## src/rtl/pmc_pkg.sv

```systemverilog
package pmc_pkg;

  typedef enum logic [1:0] {
    ST_ACT  = 2'd0,
    ST_WAIT = 2'd1,
    ST_HALT = 2'd2
  } pm_state_e;

  localparam logic [2:0] MODE_RUN       = 3'd0;
  localparam logic [2:0] MODE_SLOW      = 3'd1;
  localparam logic [2:0] MODE_WAIT      = 3'd2;
  localparam logic [2:0] MODE_SLOW_WAIT = 3'd3;
  localparam logic [2:0] MODE_HALT      = 3'd4;

  function automatic logic [2:0] mode_code(input pm_state_e st, input logic slow_act);
    logic [2:0] m;
    case (st)
      ST_ACT:  m = slow_act ? MODE_SLOW : MODE_RUN;
      ST_WAIT: m = slow_act ? MODE_SLOW_WAIT : MODE_WAIT;
      ST_HALT: m = MODE_HALT;
      default: m = MODE_RUN;
    endcase
    return m;
  endfunction

endpackage

```

## src/rtl/pmc_cfg_reg.sv

```systemverilog
module pmc_cfg_reg #(
  parameter int SEL_W = 2
) (
  input  logic             clk,
  input  logic             rst,
  input  logic             we,
  input  logic             wr_slow,
  input  logic [SEL_W-1:0] wr_sel,
  input  logic             halted,
  input  logic             halt_enter,
  output logic             slow_q,
  output logic [SEL_W-1:0] sel_q
);

  logic write_ok;

  // Writes are refused while halted and on the edge that enters halt.
  assign write_ok = we && !halted && !halt_enter;

  always_ff @(posedge clk) begin
    if (rst) begin
      slow_q <= 1'b0;
      sel_q  <= '0;
    end else if (halt_enter) begin
      slow_q <= 1'b0;
    end else if (write_ok) begin
      slow_q <= wr_slow;
      sel_q  <= wr_sel;
    end
  end

endmodule

```

## src/rtl/pmc_divider.sv

```systemverilog
module pmc_divider #(
  parameter int SEL_W    = 2,
  parameter int BASE_EXP = 1,
  parameter int SLOW_OFS = 2
) (
  input  logic             clk,
  input  logic             rst,
  input  logic             hold,
  input  logic             slow_q,
  input  logic [SEL_W-1:0] sel_q,
  output logic             tick,
  output logic             slow_active
);

  localparam int MAX_EXP = SLOW_OFS + (2 ** SEL_W) - 1;
  localparam int EXP_W   = $clog2(MAX_EXP + 1);
  localparam int CNT_W   = MAX_EXP;

  logic [CNT_W-1:0] cnt_q;
  logic [EXP_W-1:0] exp_q;
  logic [EXP_W-1:0] req_exp;
  logic [CNT_W-1:0] limit;

  // Terminal count for a power-of-two period: low exp bits set.
  function automatic logic [CNT_W-1:0] term_count(input logic [EXP_W-1:0] e);
    logic [CNT_W-1:0] v;
    v = '0;
    for (int i = 0; i < CNT_W; i++) begin
      if (EXP_W'(i) < e) v[i] = 1'b1;
    end
    return v;
  endfunction

  assign req_exp = slow_q ? (EXP_W'(sel_q) + EXP_W'(SLOW_OFS)) : EXP_W'(BASE_EXP);
  assign limit   = term_count(exp_q);
  assign tick    = !hold && (cnt_q == limit);
  assign slow_active = (exp_q != EXP_W'(BASE_EXP));

  always_ff @(posedge clk) begin
    if (rst || hold) begin
      cnt_q <= '0;
      exp_q <= EXP_W'(BASE_EXP);
    end else if (tick) begin
      // Rate changes land only here, on the wrap.
      cnt_q <= '0;
      exp_q <= req_exp;
    end else begin
      cnt_q <= cnt_q + CNT_W'(1);
    end
  end

endmodule

```

## src/rtl/pmc_mode_fsm.sv

```systemverilog
module pmc_mode_fsm
  import pmc_pkg::*;
(
  input  logic      clk,
  input  logic      rst,
  input  logic      wait_req,
  input  logic      halt_req,
  input  logic      wake,
  output pm_state_e state,
  output logic      halt_enter
);

  pm_state_e state_d;

  always_comb begin
    state_d    = state;
    halt_enter = 1'b0;
    case (state)
      ST_ACT: begin
        if (halt_req) begin
          state_d    = ST_HALT;
          halt_enter = 1'b1;
        end else if (wait_req) begin
          state_d = ST_WAIT;
        end
      end
      ST_WAIT: if (wake) state_d = ST_ACT;
      ST_HALT: if (wake) state_d = ST_ACT;
      default: state_d = ST_ACT;
    endcase
  end

  always_ff @(posedge clk) begin
    if (rst) state <= ST_ACT;
    else     state <= state_d;
  end

endmodule

```

## src/rtl/pmc_out_stage.sv

```systemverilog
module pmc_out_stage
  import pmc_pkg::*;
(
  input  logic      clk,
  input  logic      rst,
  input  logic      tick,
  input  pm_state_e state,
  input  logic      slow_active,
  output logic      cpu_ce,
  output logic      per_ce,
  output logic [2:0] mode
);

  always_ff @(posedge clk) begin
    if (rst) begin
      cpu_ce <= 1'b0;
      per_ce <= 1'b0;
      mode   <= MODE_RUN;
    end else begin
      cpu_ce <= tick && (state == ST_ACT);
      per_ce <= tick && (state != ST_HALT);
      mode   <= mode_code(state, slow_active);
    end
  end

endmodule

```

## src/rtl/pwr_clk_ctrl.sv

```systemverilog
module pwr_clk_ctrl
  import pmc_pkg::*;
#(
  parameter int SEL_W    = 2,
  parameter int BASE_EXP = 1,
  parameter int SLOW_OFS = 2
) (
  input  logic             clk,
  input  logic             rst,
  input  logic             cfg_we,
  input  logic             cfg_slow,
  input  logic [SEL_W-1:0] cfg_sel,
  input  logic             wait_req,
  input  logic             halt_req,
  input  logic             wake,
  output logic             cpu_ce,
  output logic             per_ce,
  output logic [2:0]       mode
);

  pm_state_e        state;
  logic             halt_enter;
  logic             slow_q;
  logic [SEL_W-1:0] sel_q;
  logic             tick;
  logic             slow_active;
  logic             halted;

  assign halted = (state == ST_HALT);

  pmc_mode_fsm u_fsm (
    .clk        (clk),
    .rst        (rst),
    .wait_req   (wait_req),
    .halt_req   (halt_req),
    .wake       (wake),
    .state      (state),
    .halt_enter (halt_enter)
  );

  pmc_cfg_reg #(.SEL_W(SEL_W)) u_cfg (
    .clk        (clk),
    .rst        (rst),
    .we         (cfg_we),
    .wr_slow    (cfg_slow),
    .wr_sel     (cfg_sel),
    .halted     (halted),
    .halt_enter (halt_enter),
    .slow_q     (slow_q),
    .sel_q      (sel_q)
  );

  pmc_divider #(
    .SEL_W    (SEL_W),
    .BASE_EXP (BASE_EXP),
    .SLOW_OFS (SLOW_OFS)
  ) u_div (
    .clk         (clk),
    .rst         (rst),
    .hold        (halted),
    .slow_q      (slow_q),
    .sel_q       (sel_q),
    .tick        (tick),
    .slow_active (slow_active)
  );

  pmc_out_stage u_out (
    .clk         (clk),
    .rst         (rst),
    .tick        (tick),
    .state       (state),
    .slow_active (slow_active),
    .cpu_ce      (cpu_ce),
    .per_ce      (per_ce),
    .mode        (mode)
  );

endmodule

```

## config.mk

```make
export PLATFORM = sky130hd
export DESIGN_NAME = pwr_clk_ctrl
export DESIGN_NICKNAME = d
export VERILOG_FILES = /design/src/rtl/pmc_pkg.sv /design/src/rtl/pmc_cfg_reg.sv /design/src/rtl/pmc_divider.sv /design/src/rtl/pmc_mode_fsm.sv /design/src/rtl/pmc_out_stage.sv /design/src/rtl/pwr_clk_ctrl.sv
export SDC_FILE = /design/constraint.sdc
export NUM_CORES = 1
export LEC_CHECK = 0
export BUFFER_PORTS_ARGS = -buffer_cell sky130_fd_sc_hd__clkbuf_2
export CORE_UTILIZATION = 48
export CTS_CLUSTER_SIZE = 12
export DETAILED_ROUTE_END_ITERATION = 7
export PLACE_DENSITY_LB_ADDON = 0.12
export SLEW_MARGIN = 20
export SYNTH_ARGS = -nofsm -noshare
export SYNTH_HDL_FRONTEND = slang
export SYNTH_HIERARCHICAL = 1
export SYNTH_SLANG_ARGS = --single-unit
```

## constraint.sdc

```tcl
create_clock -name clk -period 1.5 [get_ports clk]
set_input_delay 0.15 -clock clk [delete_from_list [all_inputs] [get_ports clk]]
set_output_delay 0.15 -clock clk [all_outputs]
set_load 0.005 [all_outputs]
```

==> results.yml <==
floorplan:
  dieArea_mm2: 0.00200
  start_util_pct: 50.7
  die_w_um: 44.7
  placementRows: 15
  io-pin-count: 14
  core_area_mm2: 0.00173
  chipHeight_um: 44.7
grt:
  globalRouteOverflowTotal: 0
  grt_usage_pct: 16.7
  grt_max_degree: 11
  grt_pass1_vias: 611
  antenna_found_initial: 0
  grt_first_pass_wirelength_mm: 2.42
power:
  p_comb_share_pct: 22.9
  p_per_area_mw_per_mm2: 1020
  netSwitchingFraction_pct: 27.5
  p_clk_share_pct: 27.1
  p_seq_share_pct: 50.1
  p_leak_nw: 0.481
  internal-power_uw: 787
  switching_power_uw: 298
  peakVddDrop_uv: 619
worst_setup_path:
  crit_family: "simple AND/OR/NAND/NOR gates"
  r2r_cells: 6
  reg2reg_slack_ns: -0.02
  worstReg2RegStart: "u_div/exp_q[1]"
  crit_chain: "or4_1 -> nand4_1 -> nand2_2 -> inv_2 -> nand2b_4 -> a21oi_1"
  crit_path_max_fanout: 8
  startpoint_type: "flop"
  reg2reg_to: "u_out/per_ce"
  cp-end-kind: "flop"
  cp.required_ns: 1.74
  slowest_delay_ns: 0.52
  arrival_ns: 1.76
  critPathKind: "flop to flop"
  cp_slowest_cell: "or4_1"
  worst-path-buf-inv: 1
timing:
  period_needed_ns: 1.52
  fin_skew_ns: 0.00525
  fin_crit_sh_pct: 101
  setup_ws_ns: -0.0219
  holdWs_ns: 0.0861
  final_max_slew_viol_count: 0
  rsz0062_at_grt: "yes"
  hold_viol_final: 0
  tns_ns: -0.0866
  setup_viol: 6
  slew_headroom_pct: 78.0
  fmax_mhz: 657
  worstMarginPinSlew_ns: 0.321
synth:
  yosys_warnings: 6
  yosysUniqueCellTypes: 35
  synth_fp_nets: 99
  syn_inst: 88
  synth_top_cell_area_share_pct: 41.1
  yosys-top-cells-area: "dfxtp_1, mux2i_1, nor3_2"
  ys_dominant_reg_cell: "dfxtp_1"
  synth_most_common_cell: "dfxtp_1"
  syn_avg_cell_area_um2: 9.95
  synth_seq_cells: 18
  yosys.area.top_type: "dfxtp_1"
  ys_seq_area_share_pct: 41.1
  syn-cell-area_um2: 876
  synth.cells.most_frequent: "dfxtp_1, mux2i_1, nand2_1, nor2_1"
  async_flop_share_pct: 0
  synth_edf_count: 0
worst_hold_path:
  hold_depth: 3
  min-delay-start: "cfg_sel[1]"
  hold_path_end: "u_cfg/sel_q[1]"
  min_path_type: "input pin to flop"
drt:
  drt_iter0_drc: 14
  ant_nets: 0
  routed_wirelength_mm: 1.53
  vias: 677
  dr.pass1.iters: 4
  drc: 0
  wl_per_cell_um: 11.3
  vias_per_cell: 5.01
clock_network:
  cts_inserted_buffers: 3
  postCtsHoldBufs: 0
  cts-root-buf: "clkbuf_4"
  clkTransAtPathRegs_ns: 0.10
  cts_sinks: 18
  cts_tree: "yes"
  ctsLongestPathBuffers: 2
  htreeDepth: 1
  clk_latency_ns: 0.29
outcome:
  status: "finished with violations"
  violations: "setup timing"
placement:
  gp_congestion: 0.789
  dpl.hpwl_mm: 1.11
  dp.cells: 130
  numPortBuffers: 13
layout:
  area_delta_synth_final_pct: 21.4
  instances_no_fill: 135
  drive_gt1_share_pct: 42.7
  finalNetCount: 122
  antenna_cells: 0
job:
  maxCapViolCount: 0
## power by group through the flow
stage / clock (mW) / sequential (mW) / combinational [mW]
finish: 0.294 / 0.543 / 0.248
global route: 0.322 / 0.547 / 0.275
CTS: 0.309 / 0.544 / 0.241
detailed placement: 0 / 0.555 / 0.237
global placement: 0 / 0.554 / 0.231
floorplan: 0 / 0.553 / 0.165
## cell type report
type,instances,area (um^2)
Clock buffer,4,36.3
Timing Repair Buffer,21,125
Tap cell,25,31.3
Fill cell,161,663
Inverter,4,15.0
Sequential cell,18,372
Multi-Input combinational cell,63,484
## registers in the layout, indices dropped and copies added (netlist names)
signal,cells
u_out/per_ce,1
u_div/exp_q,3
u_div/cnt_q,5
u_out/cpu_ce,1
u_cfg/slow_q,1
u_cfg/sel_q,2
u_fsm/state,2
u_out/mode,3
## worst min-delay path, cell delays in order
cell and delay, ns:
clkbuf_2 0.07, mux2i_1 0.05, nor2_1 0.07
## worst max path at each step
stage                endpoint  slack (ns)  cells past startpoint           start
3_5_place_dp     u_out/per_ce       -0.08                      7  u_div/exp_q[2]
2_1_floorplan  u_cfg/sel_q[0]        0.02                      6  u_fsm/state[0]
4_1_cts        u_cfg/sel_q[0]       0.008                      6  u_fsm/state[0]
5_1_grt          u_out/cpu_ce       -0.09                      6  u_div/exp_q[1]
6_report         u_out/per_ce       -0.02                      6  u_div/exp_q[1]
3_3_place_gp     u_out/per_ce       0.003                      6  u_div/exp_q[1]
## per-stage QoR
stage / setup slack [ns] / total power, mW / instance area, um^2 / utilization (%)
after floorplan: 0.0246 / 0.718 / 876 / -
after global placement: 0.00291 / 0.785 / 1000 / 58.1
after detailed placement: -0.0753 / 0.792 / 1000 / 58.1
after CTS: 0.00797 / 1.09 / 1040 / 60.4
after global routing: -0.0853 / 1.14 / 1060 / 61.6
final: -0.0219 / 1.08 / 1060 / 61.6
## cell families after synthesis
| group | Yosys count | share of synthesized area, % |
|---|---|---|
| and+or+nand+nor | 41 | 31.9 |
| DFF | 18 | 41.1 |
| AOI/OAI and AO/OA | 9 | 8.14 |
| buffers and inverters | 7 | 4.14 |
| muxes | 6 | 6.86 |
| xor gates and xnor gates | 5 | 5.00 |
| adders and majority gates | 2 | 2.86 |
## per-layer routing
metal | vias up | track usage (%) | routed length [um]
met1 | 310 | 23.3 | 711
met5 | - | 0 | 0
met2 | 15 | 24.1 | 747
met4 | 0 | 9.09 | 21
li1 | 350 | - | -
met3 | 2 | 3.60 | 51
## what timing repair did
item                                    CTS  global route
buffers inserted                          0             1
resized for setup                         3             6
endpoints found under the setup margin    9            11
pin swaps                                 2             2
## cells in the final DEF (no fill, tap or decap), drive strengths merged, types with 2 or more instances in the layout
cell type	Yosys	final
mux2i	6	6
nand3	4	4
buf	3	8
ha	2	2
xor2	2	2
nor3	6	6
nor2	6	6
a21oi	3	3
clkbuf	0	17
and3	4	4
xnor2	3	3
nor3b	3	3
nand2	7	7
dfxtp	18	18
inv	4	4
nand4	2	2
nand2b	4	4
No activity file was read; power rests on OpenSTA's default activity.
